**src/rtl/pvc_pkg.sv**
```systemverilog
package pvc_pkg;
    typedef enum logic [2:0] {
        ST_IDLE,
        ST_LOAD,
        ST_PULSE,
        ST_VERIFY,
        ST_CHECK,
        ST_NEXT,
        ST_DONE
    } pvc_state_t;
endpackage

```
**src/rtl/pvc_tick_timer.sv**
```systemverilog
module pvc_tick_timer #(
    parameter int TICK_W = 6
) (
    input  logic              clk,
    input  logic              rst_n,
    input  logic              run,
    input  logic [TICK_W-1:0] len,
    output logic              last
);
    logic [TICK_W-1:0] cnt;
    logic [TICK_W:0]   nxt;

    always_comb begin
        nxt  = {1'b0, cnt} + {{TICK_W{1'b0}}, 1'b1};
        last = run && (nxt >= {1'b0, len});
    end

    always_ff @(posedge clk or negedge rst_n) begin
        if (!rst_n)
            cnt <= '0;
        else if (!run || last)
            cnt <= '0;
        else
            cnt <= nxt[TICK_W-1:0];
    end
endmodule

```
**src/rtl/pvc_inhibit_mask.sv**
```systemverilog
module pvc_inhibit_mask #(
    parameter int WIDTH = 8
) (
    input  logic             clk,
    input  logic             rst_n,
    input  logic             load,
    input  logic [WIDTH-1:0] seed,
    input  logic             merge,
    input  logic [WIDTH-1:0] ok_vec,
    output logic [WIDTH-1:0] mask
);
    always_ff @(posedge clk or negedge rst_n) begin
        if (!rst_n)
            mask <= '1;
        else if (load)
            mask <= seed;
        else if (merge)
            mask <= mask | ok_vec;
    end
endmodule

```
**src/rtl/pvc_try_counter.sv**
```systemverilog
module pvc_try_counter #(
    parameter int TRY_W = 4
) (
    input  logic             clk,
    input  logic             rst_n,
    input  logic             clr,
    input  logic             inc,
    output logic [TRY_W-1:0] count
);
    always_ff @(posedge clk or negedge rst_n) begin
        if (!rst_n)
            count <= '0;
        else if (clr)
            count <= '0;
        else if (inc && (count != {TRY_W{1'b1}}))
            count <= count + 1'b1;
    end

    // saturating counter never wraps to zero except on clear
    a_r3_no_wrap: assert property (@(posedge clk) disable iff (!rst_n)
        (!clr && count == {TRY_W{1'b1}}) |=> (count == {TRY_W{1'b1}} || $past(clr) || clr));
endmodule

```
**src/rtl/pv_loop_ctrl.sv**
```systemverilog
module pv_loop_ctrl
    import pvc_pkg::*;
#(
    parameter int WIDTH    = 8,
    parameter int WL_COUNT = 4,
    parameter int TRY_W    = 4,
    parameter int TICK_W   = 6,
    localparam int WL_W    = (WL_COUNT > 1) ? $clog2(WL_COUNT) : 1
) (
    input  logic              clk,
    input  logic              rst_n,
    input  logic              start,
    input  logic [WIDTH-1:0]  tgt_data,
    input  logic [TRY_W-1:0]  cfg_max_tries,
    input  logic [TICK_W-1:0] cfg_pulse_len,
    input  logic [TICK_W-1:0] cfg_verify_len,
    input  logic [WIDTH-1:0]  vfy_ok,
    output logic              pulse_en,
    output logic              verify_en,
    output logic              vref_hi,
    output logic [WIDTH-1:0]  inhibit,
    output logic [WL_W-1:0]   wl_addr,
    output logic              busy,
    output logic              done,
    output logic              pass_ok,
    output logic [TRY_W-1:0]  attempts
);
    localparam logic [WL_W-1:0] WL_LAST = WL_W'(WL_COUNT - 1);

    pvc_state_t        st_q, st_d;
    logic [WIDTH-1:0]  tgt_q;
    logic [WL_W-1:0]   wl_q;
    logic              pass_q;
    logic              tmr_last;
    logic [TICK_W-1:0] tmr_len;
    logic [TRY_W-1:0]  max_eff;
    logic              all_inh;
    logic              in_loop;

    assign tmr_len = (st_q == ST_PULSE) ? cfg_pulse_len : cfg_verify_len;
    assign max_eff = (cfg_max_tries == '0) ? {{(TRY_W-1){1'b0}}, 1'b1} : cfg_max_tries;
    assign all_inh = &inhibit;

    pvc_tick_timer #(.TICK_W(TICK_W)) u_tmr (
        .clk  (clk),
        .rst_n(rst_n),
        .run  ((st_q == ST_PULSE) || (st_q == ST_VERIFY)),
        .len  (tmr_len),
        .last (tmr_last)
    );

    pvc_inhibit_mask #(.WIDTH(WIDTH)) u_mask (
        .clk   (clk),
        .rst_n (rst_n),
        .load  (st_q == ST_LOAD),
        .seed  (tgt_q),
        .merge ((st_q == ST_VERIFY) && tmr_last),
        .ok_vec(vfy_ok),
        .mask  (inhibit)
    );

    pvc_try_counter #(.TRY_W(TRY_W)) u_try (
        .clk  (clk),
        .rst_n(rst_n),
        .clr  (st_q == ST_LOAD),
        .inc  ((st_q == ST_PULSE) && tmr_last),
        .count(attempts)
    );

    // next-state logic
    always_comb begin
        st_d = st_q;
        unique case (st_q)
            ST_IDLE:   if (start) st_d = ST_LOAD;
            ST_LOAD:   st_d = (&tgt_q) ? ST_NEXT : ST_PULSE;
            ST_PULSE:  if (tmr_last) st_d = ST_VERIFY;
            ST_VERIFY: if (tmr_last) st_d = ST_CHECK;
            ST_CHECK: begin
                if (all_inh)                 st_d = ST_NEXT;
                else if (attempts >= max_eff) st_d = ST_DONE;
                else                         st_d = ST_PULSE;
            end
            ST_NEXT:   st_d = (wl_q == WL_LAST) ? ST_DONE : ST_LOAD;
            ST_DONE:   st_d = ST_IDLE;
            default:   st_d = ST_IDLE;
        endcase
    end

    // state register
    always_ff @(posedge clk or negedge rst_n) begin
        if (!rst_n) st_q <= ST_IDLE;
        else        st_q <= st_d;
    end

    // operation data: captured target, word line, result
    always_ff @(posedge clk or negedge rst_n) begin
        if (!rst_n) begin
            tgt_q  <= '0;
            wl_q   <= '0;
            pass_q <= 1'b0;
        end else begin
            if (st_q == ST_IDLE && start) begin
                tgt_q <= tgt_data;
                wl_q  <= '0;
            end
            if (st_q == ST_NEXT && wl_q != WL_LAST)
                wl_q <= wl_q + 1'b1;
            if (st_q == ST_NEXT && wl_q == WL_LAST)
                pass_q <= 1'b1;
            if (st_q == ST_CHECK && !all_inh && attempts >= max_eff)
                pass_q <= 1'b0;
        end
    end

    // outputs decoded from state
    always_comb begin
        pulse_en  = (st_q == ST_PULSE);
        verify_en = (st_q == ST_VERIFY);
        vref_hi   = (st_q == ST_LOAD) || (st_q == ST_PULSE) ||
                    (st_q == ST_VERIFY) || (st_q == ST_CHECK);
        busy      = (st_q != ST_IDLE);
        done      = (st_q == ST_DONE);
        wl_addr   = wl_q;
        pass_ok   = pass_q;
        in_loop   = (st_q == ST_PULSE) || (st_q == ST_VERIFY) || (st_q == ST_CHECK);
    end

    // an erased-target cell is inhibited during every pulse
    a_r2_erased_safe: assert property (@(posedge clk) disable iff (!rst_n)
        pulse_en |-> ((inhibit & tgt_q) == tgt_q));

    // inhibit bits stay set inside a word line loop
    a_r4_mask_sticky: assert property (@(posedge clk) disable iff (!rst_n)
        (in_loop && $past(in_loop)) |-> ((inhibit & $past(inhibit)) == $past(inhibit)));

    // each pulse is followed directly by a verify window
    a_r4_pulse_then_verify: assert property (@(posedge clk) disable iff (!rst_n)
        $fell(pulse_en) |-> verify_en);

    // a failing completion only after the attempt limit
    a_r5_fail_at_limit: assert property (@(posedge clk) disable iff (!rst_n)
        (done && !pass_ok) |-> (attempts >= max_eff));

    // word line address only steps upward by one while busy
    a_r6_wl_ascends: assert property (@(posedge clk) disable iff (!rst_n)
        (busy && $past(busy) && wl_addr != $past(wl_addr)) |->
            (wl_addr == WL_W'($past(wl_addr) + 1'b1)));

    // done lasts a single cycle
    a_r7_done_single: assert property (@(posedge clk) disable iff (!rst_n)
        done |=> !done && !busy);
endmodule

```
**config.mk**
```make
export PLATFORM = sky130hd
export DESIGN_NAME = pv_loop_ctrl
export DESIGN_NICKNAME = d
export VERILOG_FILES = /design/src/rtl/pvc_pkg.sv /design/src/rtl/pvc_tick_timer.sv /design/src/rtl/pvc_inhibit_mask.sv /design/src/rtl/pvc_try_counter.sv /design/src/rtl/pv_loop_ctrl.sv
export SDC_FILE = /design/constraint.sdc
export NUM_CORES = 1
export LEC_CHECK = 0
export ABC_AREA = 1
export BUFFER_PORTS_ARGS = -buffer_cell sky130_fd_sc_hd__buf_2
export CAP_MARGIN = 20
export CORE_MARGIN = 10
export CORE_UTILIZATION = 52
export CTS_CLUSTER_DIAMETER = 80
export DETAILED_ROUTE_END_ITERATION = 8
export PLACE_DENSITY = 0.79
export SYNTH_ARGS = -nofsm -noshare
export SYNTH_HDL_FRONTEND = slang
export SYNTH_SLANG_ARGS = --single-unit
```
**constraint.sdc**
```tcl
create_clock -name clk -period 2.3 [get_ports clk]
set_clock_uncertainty 0.05 [all_clocks]
set_input_delay 0.115 -clock clk [delete_from_list [all_inputs] [get_ports clk]]
set_output_delay 0.115 -clock clk [all_outputs]
set_load 0.1 [all_outputs]
```
Word level (Yosys, flattened, before mapping)
Index checks and enable logic that the tools add are counted.
{ "op_classes": {"addsub": 3, "multipliers": 0, "n_div": 0, "n_lt_le_gt_ge": 2, "n_eq_ne": 12, "n_shift": 0, "mux": 19, "bitwise": 1, "n_reduce_logical": 26} }
{ "ops": {"columns": ["operator", "n"], "rows": [
  ["3-bit two-way mux", 7],
  ["3-bit one-hot mux with 6 select lines", 1],
  ["8-bit two-way mux", 2],
  ["8-bit AND reduction", 2],
  ["4-bit two-way mux", 3],
  ["6-bit two-way mux", 2],
  ["3-bit equality test, second input constant", 3],
  ["1-bit logical AND", 9],
  ["8-bit bitwise OR", 1],
  ["2-bit nonzero test", 4],
  ["6-bit by 1-bit adder with 7-bit output, second input constant", 1],
  ["7-bit by 6-bit greater-or-equal comparator with 1-bit output", 1],
  ["3-bit by 2-bit equality test with 1-bit output, second input constant", 2],
  ["1-bit logical OR", 5],
  ["4-bit by 1-bit adder with 4-bit output, second input constant", 1],
  ["4-bit greater-or-equal comparator", 1],
  ["4-bit zero test", 1],
  ["2-bit two-way mux", 2],
  ["2-bit by 1-bit inequality test with 1-bit output, second input constant", 2],
  ["2-bit inequality test, second input constant", 2],
  ["4-bit inequality test, second input constant", 1],
  ["3-bit by 1-bit equality test with 1-bit output, second input constant", 1],
  ["3-bit zero test", 1],
  ["3-bit AND reduction", 1],
  ["other kinds (5)", 7]
]} }
{ "word_totals": {"regBits": 32, "latch_bits": 0, "ramBits": 0, "romBits": 0, "out_inout_bits": 20, "elab_cells": 70, "n_memories": 0} }

Longest topological paths before layout
Gate-level depths: netlist of the first run.
{ "depth": {"ltp_word": 8, "mapped_depth": 17, "ltp_nobuf": 17} }

Hierarchy
A second synthesis of the first run with hierarchy kept.
{ "hier_totals": {"hier_cells": 270, "hier_area_um2": 2021.9} }
{ "by_module_without_submodules": {"columns": ["mod", "n_inst", "cells_each", "area_each_um2", "seq_area_each_um2"], "rows": [
  ["pv_loop_ctrl", 1, 144, 975.9, 350.3],
  ["pvc_tick_timer", 1, 54, 445.4, 150.1],
  ["pvc_inhibit_mask", 1, 43, 377.9, 210.2],
  ["pvc_try_counter", 1, 29, 222.7, 100.1]
]} }

Worst setup path after synthesis of the first run
OpenSTA, ideal clock, no wires.
{ "synth_path": {"path_kind": "reg2out", "start": "register st_q[1]", "end": "output done", "arrival_time_ps": 2580, "setup_slack_ps": -445, "path_stages_with_launch": 3, "path_buffers": 0, "cell_sequence": "dfrtp_1 > inv_2 > nor3_1"} }
{ "synth_via": {"elab_chain_cells": 1} }
{ "synth_rtl": {"columns": ["item", "line_no", "text"], "rows": [
  ["start: declaration", "pv_loop_ctrl.sv:30", "pvc_state_t st_q, st_d;"],
  ["start signal: assignment", "pv_loop_ctrl.sv:92", "else st_q <= st_d;"],
  ["3-bit equality test", "pv_loop_ctrl.sv:122", "done = (st_q == ST_DONE);"],
  ["end: declaration", "pv_loop_ctrl.sv:24", "output logic done,"]
]} }
Every way passes these cells.

Worst setup path in the final report of the first run
{ "layout_path": {"start": "register u_tmr.cnt[0]", "end": "register u_mask.mask[6]"} }
{ "layout_via": {"elab_chain_cells": 5} }
{ "layout_rtl": {"columns": ["item", "line_no", "text"], "rows": [
  ["start: declaration", "pvc_tick_timer.sv:10", "logic [TICK_W-1:0] cnt;"],
  ["start signal: assignment", "pvc_tick_timer.sv:24", "cnt <= nxt[TICK_W-1:0];"],
  ["6-bit by 1-bit adder with 7-bit output", "pvc_tick_timer.sv:14", "nxt = {1'b0, cnt} + {{TICK_W{1'b0}}, 1'b1};"],
  ["7-bit by 6-bit greater-or-equal comparator with 1-bit output", "pvc_tick_timer.sv:15", "last = run && (nxt >= {1'b0, len});"],
  ["1-bit logical AND", "pvc_tick_timer.sv:15", null],
  ["1-bit logical AND", "pv_loop_ctrl.sv:57", ".merge ((st_q == ST_VERIFY) && tmr_last),"],
  ["2-bit nonzero test (no line)", null, null],
  ["end signal: assignment", "pvc_inhibit_mask.sv:18", "mask <= mask | ok_vec;"],
  ["end: declaration", "pvc_inhibit_mask.sv:10", "output logic [WIDTH-1:0] mask"]
]} }
Every way passes these cells.
A chain may end at the register's enable or synchronous reset.

==> flow_summary_export.csv, run 1 <==
group,metric,value,unit
power_and_ir_drop,max-vdd-ir-drop,1.23,mV
worst_setup_path,cp_max_fo,8,
layout,seq_area,812,sq um
timing,slew_viol_final,0,
cts,clkTransAtPathRegs,70,ps
layout,instances_no_fill,395,
grt,grt-ovfl-total,0,
logic_synthesis,yosysUniqueCellTypes,30,
worst_setup_path,rrSetupSlack,130,ps
logic_synthesis,synth-compound-area-share,4.85,%
worst_setup_path,critPathLaunchType,"flip-flop",
logic_synthesis,synth_top_area_cell,"dfrtp_1",
timing,fin_crit_sh,94.4,%
logic_synthesis,ys_top_cells_by_area,"dfrtp_1, nand2_1, dfstp_2",
run_status,violations,"hold timing",
worst_setup_path,worst-path-buf-inv,1,
logic_synthesis,synth-seq-cells,32,
cts,clkLatencyLatePin,280,ps
logic_synthesis,synth-seq-area-share,39.8,%
placed_design,place_area,2420,sq um
logic_synthesis,yosys.area_share.simple,36.5,%
grt,grt_usage,15.5,%
timing,setup_violations,0,
layout,fill_cells,291,
worst_setup_path,crit_arrival,2340,ps
floorplanning,rows,22,
timing,whs,-8.01,ps
logic_synthesis,synth.area.mux_share,2.46,%
timing,max_freq,461,MHz
layout,drive_gt1_share,35.2,%
detailed_routing,drt_iter0_drc,85,
worst_setup_path,crit_chain,"buf_4 > nand3_1 > nand3b_1 > xor2_1 > ha_1 > nand2_1 > nand2_2 > nor2_4 > nand3_4 > nand2_4 > nand2_1 > nand2_1",
detailed_routing,drc,0,
detailed_routing,avgRoutedWirePerCell,13.7,microns
logic_synthesis,synth_top_family_by_area,"simple AND/OR/NAND/NOR gates",
detailed_routing,ant_nets,0,
cts,numCtsBuffers,5,
logic_synthesis,syn_area_per_cell,7.57,sq um
timing,timing.slew.headroom,53.3,%
cts,cts.sinks,32,
placed_design,placed_cells,374,
placed_design,port_buffers,54,
flow_run,maxCapViolations,0,
floorplanning,boundaryPins,55,
logic_synthesis,yosys_warnings,0,
power_and_ir_drop,power_density,1510,nW/um^2
worst_setup_path,max_stage_delay,350,ps
floorplanning,dieArea,6820,sq um
worst_setup_path,end_kind,"flip-flop",
floorplanning,die_width,82.6,microns
layout,syn_to_final_growth,35.5,%
worst_setup_path,path_class,"reg2reg",
logic_synthesis,synth_top_area_share,29.5,%
grt,antenna_found_initial,0,
logic_synthesis,synthAdderAreaFrac,7.99,%
detailed_routing,routed_wl,5420,microns
run_status,outcome,"finished with violations",
placed_design,gp_congestion,0.932,
timing,hold_viol,1,
placed_design,hpwlAfterDp,3940,microns
cts,root_buffer,"clkbuf_8",
cts,clk_path_buf_depth,2,
cts,cts_tree,"yes",
detailed_routing,dr.pass1.iters,4,
detailed_routing,num_vias,2045,
worst_setup_path,crit_required,2470,ps
timing,setup_tns,0,ps
layout,final_nets,394,
layout,antenna_cells,0,
cts,h-tree-depth,2,
worst_setup_path,path_delay_family,"simple AND/OR/NAND/NOR gates",
grt,grt_pass1_vias,1978,
layout,design_area,2760,sq um
grt,grt_max_degree,33,
floorplanning,start_util,54.8,%
worst_setup_path,crit_path_top_delay_cell,"dfrtp_1",
logic_synthesis,syn-cell-area,2040,sq um
worst_hold_path,holdCritPathClass,"in2reg",
worst_setup_path,cpMostUsedCell,"nand2_1",
logic_synthesis,synth_xor_area_share,1.72,%
grt,grt_pass1_wl,8470,microns
logic_synthesis,syn_nets,317,
logic_synthesis,synth_cells,269,
layout,multi_input_area,1230,sq um
power_and_ir_drop,p_leak,1.50,nW
timing,tightest_slew,701,ps
detailed_routing,vias_per_cell,5.18,
floorplanning,placeableCoreArea,3720,sq um
timing,period_minus_slack,2170,ps
floorplanning,die_height,82.6,microns
-- per-layer routing --
metal  part of all wire (%)  track usage, %  up-vias
met3                    6.5            4.43        4
met5                      0               0        -
met4                   0.66            3.51        0
li1                       -               -     1028
met2                     52            27.4       58
met1                     41            18.2      955
-- timing repair --
| item | CTS | global route |
|---|---|---|
| endpoints found under the hold margin | 31 | 0 |
| hold buffers | 8 | 0 |
| setup buffers | 2 | 2 |
| pin swaps | 2 | 10 |
| cloned | 1 | 0 |
| setup endpoints to repair | 2 | 21 |
| gates resized for setup | 0 | 26 |
-- cells in the mapped netlist --
master,count
xor2_1,3
o21ai_0,9
ha_1,13
xnor2_1,1
nand3_2,1
buf_6,1
dfstp_2,8
inv_1,24
nand3_1,28
nor2_2,1
nand2_2,4
nand4_1,6
nand2_1,87
inv_2,6
a22oi_1,1
nand3_4,1
mux2i_1,5
clkinv_1,1
and3_1,1
nor3_2,2
a21oi_1,3
nand3b_1,1
nor3_1,1
a31oi_2,1
dfrtp_1,24
nor2_1,29
o21ai_1,2
buf_4,1
a31o_2,1
nor2_4,3
-- per-stage QoR --
step	setup slack [ps]	utilization, %	power, mW
3_3_place_gp	141	65.0	3.44
6_report	129	74.3	4.16
3_5_place_dp	6.97	65.0	3.48
4_1_cts	6.20	70.5	3.99
5_1_grt	-26.1	74.3	4.43
2_1_floorplan	-128	-	3.02
-- cells in the final DEF (no fill, tap or decap), types with 5 or more instances in the layout --
cell and count:
ha_1 11, dfstp_2 8, dlygate4sd3_1 8, nand2_2 8, nand3_1 24, clkbuf_8 7
buf_4 6, inv_1 22, nand2_1 79, nor2_1 26, nand4_1 6, nor2_4 5
o21ai_0 9, inv_2 7, buf_2 54, dfrtp_1 23
-- report_power, final --
| group | total, mW | internal (mW) | switching, mW |
|---|---|---|---|
| logic | 2.67 | 0.683 | 1.99 |
| registers | 1.02 | 0.827 | 0.190 |
| clock network | 0.475 | 0.273 | 0.202 |
-- registers in the layout, summed over array words and instances (netlist names) --
signal / count
wl_addr: 2
u_tmr.cnt: 6
pass_ok: 1
u_try.count: 4
u_mask.mask: 8
st_q: 3
tgt_q: 8
-- logic make-up after synthesis --
| family | after synthesis |
|---|---|
| and+or+nand+nor | 165 |
| muxes | 5 |
| DFF | 32 |
| adders and majority gates | 13 |
| xor gates and xnor gates | 4 |
| AOI/OAI and AO/OA | 17 |
| buffers and inverters | 33 |
-- layout make-up --
class / count / area share, %
Clock buffer: 8 / 3.63
Inverter: 31 / 4.35
Multi-Input combinational cell: 205 / 44.6
Sequential cell: 32 / 29.4
Tap cell: 48 / 2.18
Timing Repair Buffer: 71 / 15.9
-- worst min-delay path: cells and delay by family --
kind / cells / cell delay (ps)
buf+inv: 1 / 80
simple gates: 2 / 110
-- final timing paths --
check                                            from                    endpoint  depth (start not counted)
max in group asynchronous                       rst_n         st_q[1]$_DFFE_PN0P_                          2
min reg2reg                u_mask.mask[0]$_DFFE_PN1P_  u_mask.mask[0]$_DFFE_PN1P_                          2
min in group asynchronous                       rst_n      u_tmr.cnt[4]$_DFF_PN0_                          2
max reg2reg                    u_tmr.cnt[0]$_DFF_PN0_  u_mask.mask[6]$_DFFE_PN1P_                         12
min                                       tgt_data[0]        tgt_q[0]$_DFFE_PN0P_                          3
max                            u_tmr.cnt[0]$_DFF_PN0_  u_mask.mask[6]$_DFFE_PN1P_                         12
Note: power is estimated with default switching activity, not from simulation.
==> run 2, diff against run 1 <==
--- a/config.mk
+++ b/config.mk
@@ -8,7 +8,7 @@
 export ABC_AREA = 1
 export BUFFER_PORTS_ARGS = -buffer_cell sky130_fd_sc_hd__buf_2
 export CAP_MARGIN = 20
-export CORE_MARGIN = 10
+export CORE_MARGIN = 2
 export CORE_UTILIZATION = 52
 export CTS_CLUSTER_DIAMETER = 80
 export DETAILED_ROUTE_END_ITERATION = 8
==> flow_summary_export.csv, run 2 (synthesis results as in run 1) <==
group,metric,value,unit
timing,period_minus_slack,2260,ps
worst_setup_path,crit_chain,"nor2_2 > nand2_2 > buf_6 > mux2i_2 > ha_1 > nand2_1 > nand2_1 > nand2_1 > nand2_2 > nor2_4 > buf_6 > nand3_2 > nand3_1 > nand2_1",
layout,final_nets,396,
layout,fill_cells,300,
placed_design,gp_congestion,0.922,
placed_design,placed_cells,374,
detailed_routing,routed_wl,5020,microns
layout,top_regs,"tgt_q (8), u_mask.mask (8), u_tmr.cnt (6)",
cts,h-tree-depth,2,
grt,antenna_found_initial,0,
timing,tightest_slew,701,ps
layout,layout_common_cells,"nand2_1, buf_2, nand3_1",
cts,clkTransAtPathRegs,60,ps
power_and_ir_drop,max-vdd-ir-drop,0.827,mV
cts,cts_tree,"yes",
floorplanning,boundaryPins,55,
power_and_ir_drop,p_leak,1.49,nW
cts,cts.sinks,32,
detailed_routing,drc,0,
layout,drive_gt1_share,34.1,%
grt,grt_usage,25.7,%
layout,layout_commonest_cell,"nand2_1",
placed_design,hpwlAfterDp,3520,microns
detailed_routing,dr.pass1.iters,4,
worst_setup_path,crit_path_top_delay_cell,"dfrtp_1",
worst_setup_path,crit_arrival,2430,ps
layout,syn_to_final_growth,33.6,%
detailed_routing,drt_iter0_drc,116,
floorplanning,placeableCoreArea,3720,sq um
floorplanning,die_width,66.6,microns
worst_setup_path,max_stage_delay,420,ps
power_and_ir_drop,switching_power,2.36,mW
layout,instances_no_fill,397,
power_and_ir_drop,p_int,1.76,mW
timing,timing.slew.headroom,53.3,%
power_and_ir_drop,switching_share,57.3,%
timing,max_freq,442,MHz
placed_design,place_area,2420,sq um
detailed_routing,num_vias,2028,
worst_setup_path,cp_max_fo,7,
cts,root_buffer,"clkbuf_8",
floorplanning,dieArea,4430,sq um
timing,setup_violations,0,
timing,whs,111,ps
worst_setup_path,path_class,"reg2reg",
floorplanning,start_util,54.8,%
timing,rsz0062_at_grt,"yes",
power_and_ir_drop,power_frac_seq,25.0,%
layout,antenna_cells,0,
worst_setup_path,critPathLaunchType,"flip-flop",
grt,grt_max_degree,33,
cts,clk_path_buf_depth,2,
worst_setup_path,worst-path-buf-inv,2,
cts,numCtsBuffers,5,
timing,slew_viol_final,0,
grt,grt_pass1_vias,1930,
flow_run,maxCapViolations,0,
worst_setup_path,end_kind,"flip-flop",
cts,clkLatencyLatePin,280,ps
placed_design,port_buffers,54,
power_and_ir_drop,p_comb_share,63.5,%
worst_setup_path,path_delay_family,"simple AND/OR/NAND/NOR gates",
run_status,outcome,"finished, final reports clean",
timing,fin_crit_sh,98.4,%
worst_setup_path,cpMostUsedCell,"nand2_1",
timing,hold_viol,0,
detailed_routing,ant_nets,0,
detailed_routing,vias_per_cell,5.11,
worst_hold_path,holdCritPathClass,"in2reg",
worst_setup_path,crit_required,2470,ps
floorplanning,rows,22,
layout,design_area,2720,sq um
power_and_ir_drop,clkPwrFrac,11.6,%
detailed_routing,avgRoutedWirePerCell,12.6,microns
grt,grt_pass1_wl,8570,microns
grt,grt-ovfl-total,0,
floorplanning,die_height,66.6,microns
power_and_ir_drop,power_density,1510,nW/um^2
## run 2: cell count changes in the layout (fill, tap and decap cells not counted), moves of 2 or more
cell / before / now
nand3_1: 24 / 28
buf_4: 6 / 8
nand2_1: 79 / 77
nand2_2: 8 / 10
nand3_2: 4 / 1
## run 2: final cells by class
class | instances | area [sq um] | share of cell area [%]
flip-flops and latches | 32 | 812 | 29.8
multi-input cells | 205 | 1190 | 43.6
well taps | 48 | 60.1 | 2.21
clock buffers | 8 | 100 | 3.68
inverters | 31 | 120 | 4.41
repair buffers | 73 | 443 | 16.3
## run 2: power by group through the flow
stage,clock network (mW),registers [mW],logic (mW)
floorplan,0,1.71,1.31
global placement,0,1.02,2.41
detailed placement,0,1.02,2.45
CTS,0.479,1.01,2.48
global route,0.508,1.05,2.84
finish,0.476,1.03,2.61
## run 2: tightest hold or removal path: stages
cell and delay (ps):
buf_2 90, nor2_1 70, o21ai_1 140
## run 2: metrics by stage
stage | worst slack [ps] | TNS, ps | utilization (%) | power [mW]
after floorplan | -128 | -1610 | - | 3.02
final | 37.5 | 0 | 73.2 | 4.11
after CTS | 16.5 | 0 | 70.3 | 3.97
after global routing | -113 | -1550 | 73.2 | 4.40
after global placement | 138 | 0 | 65.0 | 3.43
after detailed placement | 22.5 | 0 | 65.0 | 3.47
## run 2: path summary, 6_finish.rpt
path                                            start                    endpoint  slack (ps)  cells after the start
setup / recovery                  st_q[2]$_DFFE_PN0P_  u_mask.mask[1]$_DFFE_PN1P_          40                     14
hold / removal                                  start         st_q[1]$_DFFE_PN0P_         110                      3
setup reg to reg                  st_q[2]$_DFFE_PN0P_  u_mask.mask[1]$_DFFE_PN1P_          40                     14
hold reg to reg            u_mask.mask[6]$_DFFE_PN1P_  u_mask.mask[6]$_DFFE_PN1P_         440                      2
max in group asynchronous                       rst_n         st_q[1]$_DFFE_PN0P_        1330                      2
min in group asynchronous                       rst_n      u_tmr.cnt[2]$_DFF_PN0_         380                      2
## run 2: timing repair
action	CTS	global route
endpoints found under the setup margin	12	21
gates resized for setup	0	20
hold endpoints to repair	32	0
pin swaps	0	8
cloned	0	1
hold buffers	9	0
setup buffers	1	4
## run 2: routing by layer
metal / vias up / GRT usage, % / share of wire, %
met5: - / 0 / 0
met4: 0 / 9.18 / 1.3
met3: 6 / 7.94 / 5.2
met2: 55 / 40.6 / 49
met1: 936 / 33.0 / 45
li1: 1031 / - / -
==> run 3, diff against run 2 <==
--- a/config.mk
+++ b/config.mk
@@ -8,11 +8,12 @@
 export ABC_AREA = 1
 export BUFFER_PORTS_ARGS = -buffer_cell sky130_fd_sc_hd__buf_2
 export CAP_MARGIN = 20
+export CORE_ASPECT_RATIO = 1.4
 export CORE_MARGIN = 2
-export CORE_UTILIZATION = 52
+export CORE_UTILIZATION = 47
 export CTS_CLUSTER_DIAMETER = 80
 export DETAILED_ROUTE_END_ITERATION = 8
-export PLACE_DENSITY = 0.79
+export PLACE_DENSITY = 0.76
 export SYNTH_ARGS = -nofsm -noshare
 export SYNTH_HDL_FRONTEND = slang
 export SYNTH_SLANG_ARGS = --single-unit
==> constraint.sdc (replaced) <==
create_clock -name clk -period 1.9 [get_ports clk]
set_clock_uncertainty 0.05 [all_clocks]
set_input_delay 0.095 -clock clk [delete_from_list [all_inputs] [get_ports clk]]
set_output_delay 0.095 -clock clk [all_outputs]
set_load 0.1 [all_outputs]
==> flow_summary_export.csv, run 3 (synthesis results as in run 1) <==
group,metric,value,unit
worst_setup_path,max_stage_delay,360,ps
detailed_routing,routed_wl,5330,microns
floorplanning,dieArea,4880,sq um
timing,hold_viol,0,
placed_design,hpwlAfterDp,3680,microns
worst_setup_path,crit_chain,"buf_4 > nand3_2 > nand3b_1 > xor2_2 > ha_1 > nand2_1 > nand2_2 > nor2_4 > buf_6 > buf_6 > nand3_4 > nor2_1",
layout,drive_gt1_share,38.9,%
detailed_routing,avgRoutedWirePerCell,12.9,microns
timing,max_freq,440,MHz
placed_design,dpl_worst_slack,-284,ps
floorplanning,rows,28,
cts,h-tree-depth,2,
grt,grt_pass1_wl,8580,microns
cts,numCtsBuffers,5,
worst_hold_path,holdCritPathClass,"in2reg",
placed_design,port_buffers,54,
layout,multi_input_area,1240,sq um
detailed_routing,drt_iter0_drc,60,
worst_setup_path,path_class,"reg2reg",
run_status,violations,"setup timing",
grt,grt-ovfl-total,0,
timing,tightest_slew,705,ps
layout,layout_common_cells,"nand2_1, buf_2, nand3_1, nor2_1",
worst_setup_path,critPathLaunchType,"flip-flop",
timing,rsz0062_at_grt,"yes",
timing,setup_tns,-6570,ps
floorplanning,die_width,59.6,microns
grt,antenna_found_initial,0,
grt,grt_max_degree,33,
timing,timing.slew.headroom,53.0,%
worst_setup_path,cpMostUsedCell,"buf_6",
layout,final_nets,415,
detailed_routing,ant_nets,0,
cts,cts_tree,"yes",
worst_setup_path,crit_arrival,2440,ps
layout,layout_commonest_cell,"nand2_1",
power_and_ir_drop,power_density,1780,nW/um^2
worst_setup_path,cp_max_fo,4,
timing,period_minus_slack,2280,ps
worst_setup_path,crit_required,2070,ps
cts,root_buffer,"clkbuf_8",
detailed_routing,dr.pass1.iters,4,
layout,fill_cells,343,
cts,clkLatencyLatePin,290,ps
detailed_routing,drc,0,
timing,setup_violations,21,
worst_setup_path,crit_path_top_delay_cell,"dfrtp_1",
floorplanning,boundaryPins,55,
run_status,outcome,"finished with violations",
grt,grt_pass1_vias,2065,
timing,fin_crit_sh,120,%
worst_setup_path,end_kind,"flip-flop",
layout,seq_area,812,sq um
layout,top_regs,"tgt_q (8), u_mask.mask (8), u_tmr.cnt (6)",
power_and_ir_drop,max-vdd-ir-drop,1.12,mV
cts,cts.sinks,32,
layout,antenna_cells,0,
floorplanning,die_height,81.9,microns
timing,slew_viol_final,0,
placed_design,gp_congestion,0.869,
cts,clkTransAtPathRegs,60,ps
detailed_routing,num_vias,2121,
power_and_ir_drop,p_leak,1.62,nW
floorplanning,start_util,48.5,%
layout,syn_to_final_growth,45.0,%
grt,grt_usage,23.3,%
timing,setup_slack,-375,ps
detailed_routing,vias_per_cell,5.14,
flow_run,maxCapViolations,0,
floorplanning,placeableCoreArea,4200,sq um
cts,clk_path_buf_depth,2,
## run 3: cell types whose count changed in the layout (fill, tap and decap cells not counted), moves of 2 or more
cell / delta
nand2_2: -2
nor2_2: +2
nand2_4: +2
nand3_2: +3
nand3_4: +2
buf_4: +15
buf_12: +3
nor2_1: -2
buf_2: -3
buf_6: +3
nand3_1: -4
## run 3: final timing paths
kind / start / endpoint / slack [ps] / cells past startpoint
min: start / st_q[1]$_DFFE_PN0P_ / 70 / 3
max: u_tmr.cnt[0]$_DFF_PN0_ / u_tmr.cnt[3]$_DFF_PN0_ / -380 / 12
min in group asynchronous: rst_n / wl_addr[0]$_DFFE_PN0P_ / 340 / 2
min reg2reg: u_mask.mask[6]$_DFFE_PN1P_ / u_mask.mask[6]$_DFFE_PN1P_ / 430 / 2
max in group asynchronous: rst_n / st_q[1]$_DFFE_PN0P_ / 970 / 2
max reg2reg: u_tmr.cnt[0]$_DFF_PN0_ / u_tmr.cnt[3]$_DFF_PN0_ / -380 / 12
## run 3: final cells by class
class | count | share of cell area (%)
multi-input cells | 206 | 41.9
inverters | 31 | 4.15
well taps | 45 | 1.91
repair buffers | 91 | 21.5
clock buffers | 8 | 3.05
flip-flops and latches | 32 | 27.5
## run 3: metrics by stage
step                      total power, mW  hold slack [ps]  utilization (%)  cell area (sq um)  cells
after detailed placement             4.46              127             60.6               2550    383
after CTS                            5.16             67.3             68.2               2870    408
final                                5.24             73.7             70.2               2950    413
after global routing                 5.57             95.1             70.2               2950    413
after global placement               4.41              128             60.6               2550    383
after floorplan                      3.66             -251                -               2070    269
## run 3: metal layers
metal | share of wire [%] | track usage, % | wire, microns | up-vias
met5 | 0 | 0 | 0 | -
met1 | 40 | 24.9 | 2110 | 982
met3 | 4.0 | 4.57 | 215 | 13
met2 | 54 | 42.5 | 2880 | 57
li1 | - | - | - | 1069
met4 | 2.3 | 11.6 | 124 | 0
## run 3: worst max-delay path, delay by kind of cell (launching register included)
kind | cells | cell delay, ps
buffers and inverters | 3 | 380
xor gates and xnor gates | 1 | 200
DFF | 1 | 360
and+or+nand+nor | 7 | 910
adders and majority gates | 1 | 300
## run 3: repair_timing
item	CTS	global route
setup buffers	6	5
setup endpoints to repair	21	23
endpoints found under the hold margin	32	0
resized for setup	17	15
gates cloned	2	0
pin swaps	9	9
hold buffers	9	0
## run 3: where the power goes
group | total, mW | switching [mW] | internal, mW | leakage (nW)
clock network | 0.534 | 0.239 | 0.295 | 0.0455
registers | 1.23 | 0.232 | 1.00 | 0.393
logic | 3.48 | 2.48 | 0.998 | 1.19
